--- src/rtl/intr_arb_pkg.sv ---
package intr_arb_pkg;

  typedef enum logic [1:0] {
    PH_IDLE  = 2'd0,
    PH_IDENT = 2'd1,
    PH_PARAM = 2'd2
  } phase_e;

  typedef struct packed {
    logic offerIrq;   // idle: interrupt line may be shown
    logic grantFire;  // take the winner and pulse its acknowledge
    logic relayOn;    // a message word is being passed through
    logic paramWord;  // the word in flight is the parameter
  } ctl_strobes_t;

endpackage

--- src/rtl/intr_arb_datapath.sv ---
module intr_arb_datapath
  import intr_arb_pkg::*;
#(
  parameter int NUM_UNITS = 4,
  parameter int WORD_W    = 32
) (
  input  logic                 clk,
  input  logic                 rstN,
  input  ctl_strobes_t         strobes,
  input  logic [NUM_UNITS-1:0] unitReq,
  input  logic                 cfgWe,
  input  logic [NUM_UNITS-1:0] cfgMask,
  input  logic                 cfgEnable,
  input  logic                 busValid,
  input  logic [WORD_W-1:0]    busWord,
  input  logic                 cpuReady,
  output logic                 anyPending,
  output logic [NUM_UNITS-1:0] unitAck,
  output logic                 busReady,
  output logic                 cpuIrq,
  output logic                 cpuValid,
  output logic [WORD_W-1:0]    cpuWord,
  output logic                 cpuIsParam
);

  logic [NUM_UNITS-1:0] maskReg;
  logic                 enableReg;
  logic [NUM_UNITS-1:0] eligible;
  logic [NUM_UNITS-1:0] winner;
  logic [NUM_UNITS-1:0] ackPulse;

  always_ff @(posedge clk or negedge rstN) begin
    if (!rstN) begin
      maskReg   <= '0;
      enableReg <= 1'b0;
    end else if (cfgWe) begin
      maskReg   <= cfgMask;
      enableReg <= cfgEnable;
    end
  end

  assign eligible   = unitReq & ~maskReg;
  assign anyPending = enableReg && (|eligible);

  // fixed priority: lowest index wins
  always_comb begin
    winner = '0;
    for (int i = NUM_UNITS - 1; i >= 0; i--) begin
      if (eligible[i]) begin
        winner    = '0;
        winner[i] = 1'b1;
      end
    end
  end

  always_ff @(posedge clk or negedge rstN) begin
    if (!rstN) ackPulse <= '0;
    else if (strobes.grantFire) ackPulse <= winner;
    else ackPulse <= '0;
  end

  assign unitAck    = ackPulse;
  assign cpuIrq     = strobes.offerIrq && anyPending;
  assign cpuValid   = strobes.relayOn && busValid;
  assign busReady   = strobes.relayOn && cpuReady;
  assign cpuWord    = strobes.relayOn ? busWord : '0;
  assign cpuIsParam = strobes.paramWord;

endmodule

--- src/rtl/intr_arb_control.sv ---
module intr_arb_control
  import intr_arb_pkg::*;
(
  input  logic         clk,
  input  logic         rstN,
  input  logic         anyPending,
  input  logic         cpuAck,
  input  logic         busValid,
  input  logic         cpuReady,
  output ctl_strobes_t strobes
);

  phase_e phase, phaseNext;
  logic   moved;

  assign moved = busValid && cpuReady;

  always_comb begin
    phaseNext = phase;
    case (phase)
      PH_IDLE:  if (anyPending && cpuAck) phaseNext = PH_IDENT;
      PH_IDENT: if (moved) phaseNext = PH_PARAM;
      PH_PARAM: if (moved) phaseNext = PH_IDLE;
      default:  phaseNext = PH_IDLE;
    endcase
  end

  always_ff @(posedge clk or negedge rstN) begin
    if (!rstN) phase <= PH_IDLE;
    else phase <= phaseNext;
  end

  always_comb begin
    strobes.offerIrq  = (phase == PH_IDLE);
    strobes.grantFire = (phase == PH_IDLE) && anyPending && cpuAck;
    strobes.relayOn   = (phase == PH_IDENT) || (phase == PH_PARAM);
    strobes.paramWord = (phase == PH_PARAM);
  end

endmodule

--- src/rtl/intr_arbiter.sv ---
module intr_arbiter
  import intr_arb_pkg::*;
#(
  parameter int NUM_UNITS = 4,
  parameter int WORD_W    = 32
) (
  input  logic                 clk,
  input  logic                 rstN,
  input  logic [NUM_UNITS-1:0] unitReq,
  output logic [NUM_UNITS-1:0] unitAck,
  input  logic                 cfgWe,
  input  logic [NUM_UNITS-1:0] cfgMask,
  input  logic                 cfgEnable,
  input  logic                 busValid,
  input  logic [WORD_W-1:0]    busWord,
  output logic                 busReady,
  output logic                 cpuIrq,
  input  logic                 cpuAck,
  output logic                 cpuValid,
  output logic [WORD_W-1:0]    cpuWord,
  output logic                 cpuIsParam,
  input  logic                 cpuReady
);

  ctl_strobes_t strobes;
  logic         anyPending;

  intr_arb_control u_ctl (
    .clk        (clk),
    .rstN       (rstN),
    .anyPending (anyPending),
    .cpuAck     (cpuAck),
    .busValid   (busValid),
    .cpuReady   (cpuReady),
    .strobes    (strobes)
  );

  intr_arb_datapath #(
    .NUM_UNITS (NUM_UNITS),
    .WORD_W    (WORD_W)
  ) u_dp (
    .clk        (clk),
    .rstN       (rstN),
    .strobes    (strobes),
    .unitReq    (unitReq),
    .cfgWe      (cfgWe),
    .cfgMask    (cfgMask),
    .cfgEnable  (cfgEnable),
    .busValid   (busValid),
    .busWord    (busWord),
    .cpuReady   (cpuReady),
    .anyPending (anyPending),
    .unitAck    (unitAck),
    .busReady   (busReady),
    .cpuIrq     (cpuIrq),
    .cpuValid   (cpuValid),
    .cpuWord    (cpuWord),
    .cpuIsParam (cpuIsParam)
  );

endmodule

--- config.mk ---
export PLATFORM = sky130hd
export DESIGN_NAME = intr_arbiter
export DESIGN_NICKNAME = d
export VERILOG_FILES = /design/src/rtl/intr_arb_pkg.sv /design/src/rtl/intr_arb_datapath.sv /design/src/rtl/intr_arb_control.sv /design/src/rtl/intr_arbiter.sv
export SDC_FILE = /design/constraint.sdc
export NUM_CORES = 1
export LEC_CHECK = 0
export BUFFER_PORTS_ARGS = -buffer_cell sky130_fd_sc_hd__buf_2
export CAP_MARGIN = 15
export CORE_ASPECT_RATIO = 0.6
export CORE_MARGIN = 4
export CORE_UTILIZATION = 33
export DETAILED_ROUTE_END_ITERATION = 8
export GPL_TIMING_DRIVEN = 1
export PLACE_DENSITY_LB_ADDON = 0.25
export SYNTH_ARGS = -nofsm -noshare
export SYNTH_HDL_FRONTEND = slang
export SYNTH_SLANG_ARGS = --single-unit
--- constraint.sdc ---
create_clock -name clk -period 1.67 [get_ports clk]
set_clock_uncertainty 0.05 [all_clocks]
set_input_delay 0 -clock clk [delete_from_list [all_inputs] [get_ports clk]]
set_output_delay 0 -clock clk [all_outputs]
set_load 0.02 [all_outputs]
### Word-level counts from Yosys, hierarchy flattened

Index checks and enable logic that the tools add are counted.

* eq/ne operators: 5
* multiplexer cells: 10
* bitwise operators: 2
* reduce and logical (&&, ||, !) cells: 11

Operators by type and width (count)
* $mux W32: 1
* $mux W4: 5
* $logic_and A1 B1 Y1: 7
* $mux W2: 3
* $pmux W2 S3: 1
* $and A4 B4 Y4: 1
* $ne A2 B1 Y1 const B: 2
* $not A4 Y4: 1
* $reduce_or A4 Y1: 1
* $reduce_and A3 Y1: 1
* $eq A2 B1 Y1 const B: 1
* $eq A2 B2 Y1 const B: 1
* $logic_not A2 Y1: 1
* $ne A2 B2 Y1 const B: 1
* $logic_or A1 B1 Y1: 1

* register bits after elaboration: 11
* input bits: 47
* word-level logic and storage cells: 32

### Longest topological paths before layout

Gate-level depths: netlist of the first run.

* word-level depth: 7
* depth in mapped cells: 6
* mapped depth without buffers: 6

### Hierarchy

From an unflattened synthesis of the first run, not the netlist that was laid out.

* cells, all modules: 82
* area total of the unflattened synthesis: 798.3 µm²

Modules (own cells, without submodules)
* intr_arb_datapath: instances 1, cells an instance 66, area an instance 621.8 µm², sequential area each 225.2 µm²
* intr_arb_control: instances 1, cells an instance 16, area an instance 176.4 µm², sequential area each 50.0 µm²

### Least setup slack after synthesis of the first run

No wires, ideal clock.

* path kind: reg2reg
* start: reg u_ctl.phase[0]
* end: reg u_ctl.phase[0]
* arrival: 1.288 ns
* setup slack: 0.205 ns
* cell stages (with the launch flop): 7
* path through: dfrtp_1 -> inv_1 -> ha_1 -> nor2_1 -> a21oi_1 -> a21oi_2 -> mux2_1

* cells in the longest elaborated chain, start to end: 3
* elaborated cells between the ends (all ways): 8

Ends and longest elaborated chain
* start: declaration: line intr_arb_control.sv:13 `phase_e phase, phaseNext;`
* start signal: assignment: line intr_arb_control.sv:30 `else phase <= phaseNext;`
* $eq A2 B2 Y1 (*)
* via cpuIsParam: line intr_arbiter.sv:21 `output logic cpuIsParam,`
* $ne A2 B1 Y1 (no source line)
* $reduce_and A3 Y1 (no source line)

Mark *: on every way through the listed nets, which the timed path passes. The rest lies on a longest branch.
A chain may end at the register's enable or synchronous reset.

### Final worst setup path of the first run

* start: reg u_ctl.phase[0]
* end: reg u_dp.ackPulse[0], in the netlist u_dp.unitAck[0]

* cells in the longest elaborated chain, start to end: 4

Ends and longest elaborated chain
* $logic_not A2 Y1: line intr_arb_control.sv:35 `strobes.grantFire = (phase == PH_IDLE) && anyPending && cpuAck;`
* $logic_and A1 B1 Y1 (2 in a row): line intr_arb_control.sv:35
* $mux W4: line intr_arb_datapath.sv:58 `else if (strobes.grantFire) ackPulse <= winner;`
* end signal: assignment: line intr_arb_datapath.sv:58
* end: declaration: line intr_arb_datapath.sv:30 `logic [NUM_UNITS-1:0] ackPulse;`

No other way between the ends.

==> results of run 1 <==
==> cells in the final DEF, fill, tap and decap left out, types with 2 or more instances in the layout <==
master and instances:
buf_2 86, inv_1 2, clkbuf_8 3, nand2b_1 3
mux2_1 2, mux2_2 5, dfrtp_1 11, nand2_1 2
nor2_1 3, ha_1 4, and2_1 34, nand2b_4 2
dlygate4sd3_1 9
==> metrics by stage <==
| step | hold slack (ps) | power, uW | setup slack (ps) | instances |
|---|---|---|---|---|
| after global placement | -170 | 2040 | 233 | 192 |
| after detailed placement | -170 | 2070 | 177 | 192 |
| after CTS | 46.0 | 2350 | 78.0 | 205 |
| after floorplan | -346 | 1510 | 205 | 78 |
| after global routing | 64.2 | 2510 | 4.86 | 205 |
| final | 52.1 | 2350 | 58.7 | 205 |
==> path summary, 6_finish.rpt <==
check / cells after the start / slack [ps] / end
hold reg to reg: 1 / 450 / u_dp.maskReg[3]$_DFFE_PN0P_
min in group asynchronous: 2 / 110 / u_dp.unitAck[2]$_DFF_PN0_
setup reg to reg: 5 / 60 / u_dp.unitAck[0]$_DFF_PN0_
setup / recovery: 5 / 60 / u_dp.unitAck[0]$_DFF_PN0_
hold / removal: 3 / 50 / u_dp.unitAck[2]$_DFF_PN0_
max in group asynchronous: 2 / 1260 / u_dp.maskReg[0]$_DFFE_PN0P_
==> per-layer routing <==
| metal | vias to the layer above | wire [um] | GRT usage |
|---|---|---|---|
| li1 | 443 | - | - |
| met1 | 402 | 985 | 0.168 |
| met2 | 27 | 1340 | 0.257 |
| met3 | 0 | 120 | 0.0533 |
| met4 | 0 | 0 | 0.0191 |
| met5 | - | 0 | 0 |
==> final cells by class <==
class	count	area [um2]	share of cell area
Timing Repair Buffer	96	532	0.391
Multi-Input combinational cell	62	462	0.340
Sequential cell	11	275	0.203
Clock buffer	4	45.0	0.0331
Tap cell	30	37.5	0.0276
Inverter	2	7.51	0.00552
==> registers in the layout (all words and copies together) (netlist names) <==
signal          count
u_ctl.phase         2
u_dp.enableReg      1
u_dp.maskReg        4
u_dp.unitAck        4
==> what timing repair did <==
item                       4_1_cts  5_1_grt
hold endpoints to repair        18        0
hold buffers                     9        0
gates resized for setup          0        1
setup endpoints to repair        0        3
==> critical path, delay by kind of cell, from the launching register on <==
kind,cells,cell delay [ps]
buffers and inverters,2,680
DFF,1,380
adders and majority gates,1,220
and+or+nand+nor,2,210
==> power by group through the flow <==
stage                     sequential, uW  combinational, uW  clock [uW]
after detailed placement             336               1730           0
final                                331               1760         262
after global placement               333               1710           0
after global routing                 336               1890         285
after CTS                            332               1750         265
after floorplan                      335               1170           0
==> cell families (layout without fill, tap and decap cells) <==
| group | count (synthesis) | in the layout | share of synthesized area |
|---|---|---|---|
| adders and majority gates | 4 | 4 | 0.0662 |
| DFF | 11 | 11 | 0.364 |
| buffers and inverters | 5 | 102 | 0.0248 |
| and+or+nand+nor | 47 | 47 | 0.397 |
| AOI/OAI and AO/OA | 4 | 4 | 0.0430 |
| muxes | 7 | 7 | 0.104 |
==> impl_results.md, run 1 <==
* Flops & latches, synth at 11
* Vias in the first global route at between 700 and 800
* Ys flop type: dfrtp_1
* Seq pwr share at 0.141
* Routed Wire Length at between 2000 and 2500 um
* IO Count at between 80 and 90
* Syn Area/Cell at roughly 9.7 um2
* Logic pwr share at 0.747
* Final Setup Violations at 0
* Critical path cell sequence: inv_1 > ha_1 > nand3_1 > nor2_1 > dlygate4sd3_1
* Startpoint Class: flip-flop
* Beginning of the critical path: u_ctl.phase[0]$_DFFE_PN0P_
* Required @ worst endpoint at between 1500 and 2000 ps
* Sw Share at 0.507
* Total iterations of the first detailed-routing run at 4
* Vias post-DR at slightly below 900
* Max-Cap Viols at 0
* CORE AREA at 2180 um2
* Post-route ant nets at 0
* Worst Path Max Fanout at 3
* Status: completed
* CTS Sinks at 11
* Post-layout util at 0.623
* Detailed Route Iter0 Violations at 18
* DPL Wire Length at ~2000 um
* Hold WC Path Type: in2reg
* Worst-Skew Late Latency at 230 ps
* Crit-path max cell delay at 560 ps
* H-tree Lvls at 1
* Maximum vdd drop at 789 uV
* TritonCTS clock tree: built
* Syn Std Cell Area at roughly 760 um2
* Fin area at around 1400 um2
* Net Switching at between 1000 and 1500 uW
* Slew @ Worst Pin at between 200 and 250 ps
* Total grt overflow at 0
* Warnings from Yosys at 0
* Critical setup path kind: reg2reg
* EDFF count, synth at 0
* Clock Tree Buf Depth at 2
* Share of post-route cells with drive strength above 1 at 0.560
* Clk root buf: clkbuf_8
* Syn Nets at 129
* Count leader, synth: and2_1
* # DRC at 0
* Sequential fraction of the synthesis area at 0.364
* Setup Buffers After CTS at 0
* Cell-internal power at between 1000 and 1500 uW
* Die Y at 45.1 um
* Row Count at 13
* Period utilization at 0.965
* Leak at 0.000788 uW
* # nets final at 227
* RSZ-0062 raised after global routing: no
* PD cells at 1730 nW/um2
* CP endpoint kind: flip-flop
* I/O Buffers at 86
* Clk slew on worst S/H paths at around 50 ps
* First-pass GRT wire length at ~3500 um
* Chip width at 69.8 um
* Hold Startpoint: unitReq[2]
* Worst slew margin at 0.834
* Area growth, synth to finish at 79.8%
* Synth Instances at a little under 80
* Area contributors post-synth: dfrtp_1 36%, and2_1 28%, mux2_2 7.5%
* Yosys cell types at 18
* Synth cell count leaders: 34 x and2_1, 11 x dfrtp_1, 5 x mux2_2
* Antenna cells at 0
* Setup TNS at 0 ps
* Ys async rst share at 1.00
* Initial antenna violation count at 0
* Largest net degree at the start of global routing at 35
* Slowest-stage cell, CP: dlygate4sd3_1
* Achievable Freq at approximately 620 MHz
* Die ar. at ~3100 um2
* Vias per cell at 4.25
* Worst R2R Start: u_ctl.phase[0]$_DFFE_PN0P_
* Yosys top cell area share at 0.364
* Cell Area, Placed at approximately 1200 um2
* Initial Util at 0.347
* Worst EP arrival at ~1700 ps
* Fill cells at slightly below 200
* Min Tclk post-route at 1610 ps
* Fin. Hold Viols at 0
* Largest area contributor in the netlist: dfrtp_1
* Final slew viol count at 0
* Global placement routability congestion at around 0.76
* Inserted Clock Buffers at 3
* Clk network pwr share at 0.112
* GRT Overall Usage at 0.142
* DR WL/cell at ~12 um
Note: power is estimated with default switching activity, not from simulation.
==> inputs of run 2 (changes only) <==
--- a/config.mk
+++ b/config.mk
@@ -13,6 +13,7 @@
 export DETAILED_ROUTE_END_ITERATION = 8
 export GPL_TIMING_DRIVEN = 1
 export PLACE_DENSITY_LB_ADDON = 0.25
+export RECOVER_POWER = 25
 export SYNTH_ARGS = -nofsm -noshare
 export SYNTH_HDL_FRONTEND = slang
 export SYNTH_SLANG_ARGS = --single-unit
==> run 2 against run 1 <==
Net effect:
- hold slack did not move
- final cell count did not move
- register-to-register slack about the same
- sequential power is essentially flat
- global-route usage unchanged
- clock-buffer cell count unchanged
- clock power is essentially flat
- critical endpoint unchanged
- critical path depth did not move
- maximum frequency did not move
- sequential share of layout area increased by 0.094 points
- first-iteration DRC count did not move
- routed wire length increased by 0.16%
==> impl_results.md, run 2 (synthesis results as in run 1) <==
* Status: completed
* Setup TNS at 0 ps (unchanged)
* CORE AREA at 2180 um2 (unchanged)
* RSZ-0062 raised after global routing: no
* Die ar. at 3140 um2 (unchanged)
* Largest net degree at the start of global routing at 35 (unchanged)
* Clk root buf: clkbuf_8
* Grt met2 use at 0.257 (unchanged)
* # DRC at 0 (unchanged)
* Inserted Clock Buffers at 3 (unchanged)
* Final Setup Violations at 0 (unchanged)
* Fin. Hold Viols at 0 (unchanged)
* DR WL/cell at 12.0 um (+0.16%)
* Initial antenna violation count at 0 (unchanged)
* Clock Tree Buf Depth at 2 (unchanged)
* Most frequent cells in the layout: 81 x buf_2, 34 x and2_1, 11 x dfrtp_1
* Worst slew margin at 0.603 (-0.231)
* Row Count at 13 (unchanged)
* Final slew viol count at 0 (unchanged)
* H-tree Lvls at 1 (unchanged)
* Critical setup path kind: reg2reg
* IO Count at 87 (unchanged)
* Post-layout util at 0.621 (-0.00287)
* I/O Buffers at 86 (unchanged)
* DPL Wire Length at 2040 um (unchanged)
* Initial Util at 0.347 (unchanged)
* Routed Wire Length at 2450 um (+0.16%)
* Chip width at 69.8 um (unchanged)
* PD cells at 1740 nW/um2 (+0.41%)
* CTS Sinks at 11 (unchanged)
* Total iterations of the first detailed-routing run at 4 (unchanged)
* Vias in the first global route at 799 (unchanged)
* Total grt overflow at 0 (unchanged)
* First-pass GRT wire length at 3520 um (unchanged)
* Hold WC Path Type: in2reg
* Antenna cells at 0 (unchanged)
* TritonCTS clock tree: built
* GRT Overall Usage at 0.142 (unchanged)
* Slew @ Worst Pin at 596 ps (+346 ps)
* Commonest non-fill, non-tap cell in the layout: buf_2
* Die Y at 45.1 um (unchanged)
* Share of post-route cells with drive strength above 1 at 0.531 (-0.0286)
* Clk slew on worst S/H paths at 50 ps (about the same)
* CP endpoint kind: flip-flop
* Detailed Route Iter0 Violations at 18 (unchanged)
* Area growth, synth to finish at 79.0%
* Min Tclk post-route at 1610 ps (unchanged)
* Fill cells at 191 (-1.5%)
* Leak at 0.000768 uW (-2.6%)
* Worst EP arrival at 1730 ps (about the same)
* Vias per cell at 4.25 (unchanged)
* Worst Path Max Fanout at 3 (unchanged)
* Maximum vdd drop at 789 uV (about the same)
* Startpoint Class: flip-flop
* Period utilization at 0.965 (unchanged)
* # nets final at 227 (unchanged)
* GRT Max-Usage Layer: met2
* Worst-Skew Late Latency at 230 ps (about the same)
* Placed Cells at 192 (unchanged)
* Required @ worst endpoint at 1790 ps (about the same)
* Fin cells at 205 (unchanged)
* Vias post-DR at 872 (unchanged)
* Met3 Use GR at 0.0533 (unchanged)
* Met1 usage in global routing at 0.168 (unchanged)
* Max-Cap Viols at 0 (unchanged)
* Global placement routability congestion at 0.757 (unchanged)
* Post-route ant nets at 0 (unchanged)
* Achievable Freq at 621 MHz (unchanged)
## run 2: changes by cell type in the layout (fill, tap and decap cells not counted), sizes merged
cell,before,now
clkbuf,4,9
buf,87,82
## run 2: per-stage QoR
stage	setup slack (ps)	hold WS [ps]	instance area, um2	total power, uW
finish	58.7	52.1	1350	2350
global route	4.86	64.2	1350	2510
floorplan	205	-346	756	1510
detailed placement	177	-170	1220	2070
global placement	233	-170	1220	2040
CTS	78.0	46.0	1360	2350
## run 2: power by group
part | switching, uW | internal, uW | leakage (uW)
registers | 23.7 | 308 | 0.000139
logic | 1070 | 681 | 0.000606
clock network | 95.1 | 167 | 0.0000228
total | 1190 | 1160 | 0.000768
## run 2: repair_timing
action                                  CTS  global route
endpoints found under the setup margin    0             3
buffers inserted                          0             0
hold endpoints to repair                 18             0
resized for setup                         0             1
hold buffers                              9             0
## run 2: cell type report
cell class	instances	area, um2	area share
Timing Repair Buffer	96	526	0.389
Multi-Input combinational cell	62	462	0.341
Sequential cell	11	275	0.204
Clock buffer	4	45.0	0.0333
Tap cell	30	37.5	0.0278
Inverter	2	7.51	0.00555
## run 2: critical path, stage by stage (launching register included)
cell and delay (ps):
dfrtp_1 380, inv_1 120, ha_1 220, nand3_1 100, nor2_1 110, dlygate4sd3_1 560
## run 2: per-layer routing
metal / vias to the layer above / share of wire
li1: 443 / -
met1: 402 / 0.40
met2: 27 / 0.55
met3: 0 / 0.049
met4: 0 / 0
met5: - / 0
## run 2: path summary, 6_finish.rpt
path	slack (ps)	startpoint	end	depth (start not counted)
worst max-delay path	60	u_ctl.phase[0]$_DFFE_PN0P_	u_dp.unitAck[0]$_DFF_PN0_	5
worst min-delay path	50	unitReq[2]	u_dp.unitAck[2]$_DFF_PN0_	3
worst max register to register	60	u_ctl.phase[0]$_DFFE_PN0P_	u_dp.unitAck[0]$_DFF_PN0_	5
worst min register to register	450	u_dp.maskReg[3]$_DFFE_PN0P_	u_dp.maskReg[3]$_DFFE_PN0P_	1
max in group asynchronous	950	rstN	u_dp.maskReg[0]$_DFFE_PN0P_	2
min in group asynchronous	230	rstN	u_dp.unitAck[2]$_DFF_PN0_	2
==> inputs of run 3 (changes only) <==
--- a/config.mk
+++ b/config.mk
@@ -8,12 +8,12 @@
 export BUFFER_PORTS_ARGS = -buffer_cell sky130_fd_sc_hd__buf_2
 export CAP_MARGIN = 15
 export CORE_ASPECT_RATIO = 0.6
-export CORE_MARGIN = 4
+export CORE_MARGIN = 2
 export CORE_UTILIZATION = 33
 export DETAILED_ROUTE_END_ITERATION = 8
 export GPL_TIMING_DRIVEN = 1
 export PLACE_DENSITY_LB_ADDON = 0.25
-export RECOVER_POWER = 25
+export SKIP_CTS_REPAIR_TIMING = 1
 export SYNTH_ARGS = -nofsm -noshare
 export SYNTH_HDL_FRONTEND = slang
 export SYNTH_SLANG_ARGS = --single-unit
==> run 3 against run 2 <==
Net effect:
- the flow now finishes with violations (hold timing)
- die area decreased by 14%
- routed wire length decreased by 3.5%
- via count increased by 2.4%
- sequential power increased by 2%
- first-iteration DRC count increased by 11%
- non-clock buffer count decreased by 2
- register-to-register slack improved by 120 ps
- hold slack got worse by 62 ps
- cell area decreased by 0.74%
- total power increased by 0.89%
- largest cell class unchanged
- highest routed layer is now met4
==> impl_results.md, run 3 (synthesis results as in run 1) <==
* Routed Wire Length at 2360 um (-3.5%)
* Initial Util at 0.349 (+0.00261)
* GRT Overall Usage at 0.157 (+0.0154)
* Fin. Hold Viols at 2 (+2)
* Initial antenna violation count at 0 (unchanged)
* Footprint of the multi-input gates at 462 um2 (unchanged)
* Slowest-stage cell, CP: dfrtp_1
* Met1 usage in global routing at 0.188 (+0.0202)
* H-tree Lvls at 1 (unchanged)
* Final Setup Violations at 0 (unchanged)
* Clk root buf: clkbuf_8
* DR WL/cell at 11.6 um (-2.6%)
* Min Tclk post-route at 1560 ps (-47.5 ps)
* Grt met2 use at 0.280 (+0.0233)
* # nets final at 225 (-0.88%)
* Hold_ws at -10.1 ps (-62.2 ps)
* Largest delay share family, worst path: buffers and inverters
* Share of post-route cells with drive strength above 1 at 0.566 (+0.0350)
* TritonCTS clock tree: built
* I/O Buffers at 86 (unchanged)
* Status: finished, violations left
* Beginning of the critical path: u_ctl.phase[0]$_DFFE_PN0P_
* First-pass GRT wire length at 3050 um (-13%)
* Vias in the first global route at 753 (-5.8%)
* Detailed Route Iter0 Violations at 20 (+2)
* PD cells at 1760 nW/um2 (+1.6%)
* Hold WC Path Type: in2reg
* CORE AREA at 2160 um2 (-0.75%)
* CP endpoint kind: output pin
* Total iterations of the first detailed-routing run at 4 (unchanged)
* Commonest non-fill, non-tap cell in the layout: buf_2
* Die Y at 41.1 um (-8.9%)
* Most frequent cells in the layout: 86 x buf_2, 34 x and2_1, 11 x dfrtp_1
* DPL Wire Length at 1930 um (-5.3%)
* Slew @ Worst Pin at 243 ps (-353 ps)
* Max-Cap Viols at 0 (unchanged)
* # DRC at 0 (unchanged)
* Largest net degree at the start of global routing at 35 (unchanged)
* Worst EP arrival at 1510 ps (-220 ps)
* Post-route ant nets at 0 (unchanged)
* Final slew viol count at 0 (unchanged)
* Area growth, synth to finish at 77.6%
* Clk slew on worst S/H paths at 50 ps (about the same)
* Required @ worst endpoint at 1620 ps (-170 ps)
* Critical path cell sequence: inv_1 > ha_1 > buf_8 > and2_1 > buf_2
* Failing checks: hold timing
* Global placement routability congestion at 0.760 (+0.42%)
* IO Count at 87 (unchanged)
* Inserted Clock Buffers at 3 (unchanged)
* Worst slew margin at 0.836 (+0.233)
* Sequential Area at 275 um2 (unchanged)
* Worst-Skew Late Latency at 240 ps (about the same)
* Antenna cells at 0 (unchanged)
* Worst R2R Start: u_dp.maskReg[3]$_DFFE_PN0P_
* Die ar. at 2700 um2 (-14%)
* Vias per cell at 4.40 (+3.4%)
* Crit path buffers/inverters at 3 (+1)
* Post-layout util at 0.621 (about the same)
* Clock Tree Buf Depth at 2 (unchanged)
* Maximum vdd drop at 1080 uV (+36%)
* Leak at 0.000778 uW (+1.4%)
* RSZ-0062 raised after global routing: no
* GRT Max-Usage Layer: met2
* Chip width at 65.8 um (-5.7%)
* Worst Path Max Fanout at 34 (+31)
* Startpoint Class: flip-flop
* Critical setup path kind: reg2out
* Hold Startpoint: unitReq[1]
* Achievable Freq at 639 MHz (+3.0%)
* Period utilization at 0.936 (-0.0285)
* Crit-path max cell delay at 370 ps (-190 ps)
* Vias post-DR at 893 (+2.4%)
* Row Count at 13 (unchanged)
* Total grt overflow at 0 (unchanged)
* CTS Sinks at 11 (unchanged)
* Setup TNS at 0 ps (unchanged)
* Met3 Use GR at 0.0412 (-0.0121)
* Fill cells at 205 (+7.3%)
-- run 3: cell count changes in the layout (fill, tap and decap cells not counted), sizes merged --
| cell | delta |
|---|---|
| dlygate4sd3 | -2 |
| clkbuf | -5 |
| buf | +5 |
-- run 3: cell type report --
class / instances / area share
repair buffers: 94 / 0.384
multi-input cells: 62 / 0.344
flip-flops and latches: 11 / 0.205
clock buffers: 4 / 0.0336
well taps: 30 / 0.0280
inverters: 2 / 0.00559
-- run 3: path summary, 6_finish.rpt --
| path | to | slack (ps) | depth (start not counted) |
|---|---|---|---|
| max in group asynchronous | u_dp.unitAck[3]$_DFF_PN0_ | 1210 | 2 |
| setup reg to reg | u_ctl.phase[1]$_DFFE_PN0P_ | 180 | 4 |
| min in group asynchronous | u_dp.maskReg[1]$_DFFE_PN0P_ | 150 | 2 |
| setup / recovery | cpuWord[25] | 110 | 5 |
| hold reg to reg | u_dp.maskReg[2]$_DFFE_PN0P_ | 460 | 1 |
| hold / removal | u_dp.unitAck[1]$_DFF_PN0_ | -10 | 3 |
-- run 3: metal layers --
layer / wire (um) / vias up
met5: 0 / -
li1: - / 441
met3: 150 / 4
met1: 908 / 412
met2: 1270 / 36
met4: 37 / 0
-- run 3: power by group --
group / switching [uW] / total [uW] / internal [uW]
sequential: 28.2 / 336 / 307
combinational: 1070 / 1760 / 698
clock: 103 / 271 / 168
total: 1200 / 2370 / 1170
-- run 3: worst min-delay path: stages --
cell	delay, ps
buf_2	110
nand2b_4	80
nor2_1	50
-- run 3: stage by stage --
| step | total power [uW] | cell area (um2) | instances | setup slack, ps |
|---|---|---|---|---|
| 6_report | 2370 | 1340 | 203 | 106 |
| 2_1_floorplan | 1510 | 756 | 78 | 205 |
| 5_1_grt | 2550 | 1340 | 203 | 21.8 |
| 3_3_place_gp | 2020 | 1220 | 192 | 231 |
| 4_1_cts | 2330 | 1260 | 196 | 66.4 |
| 3_5_place_dp | 2050 | 1220 | 192 | 205 |
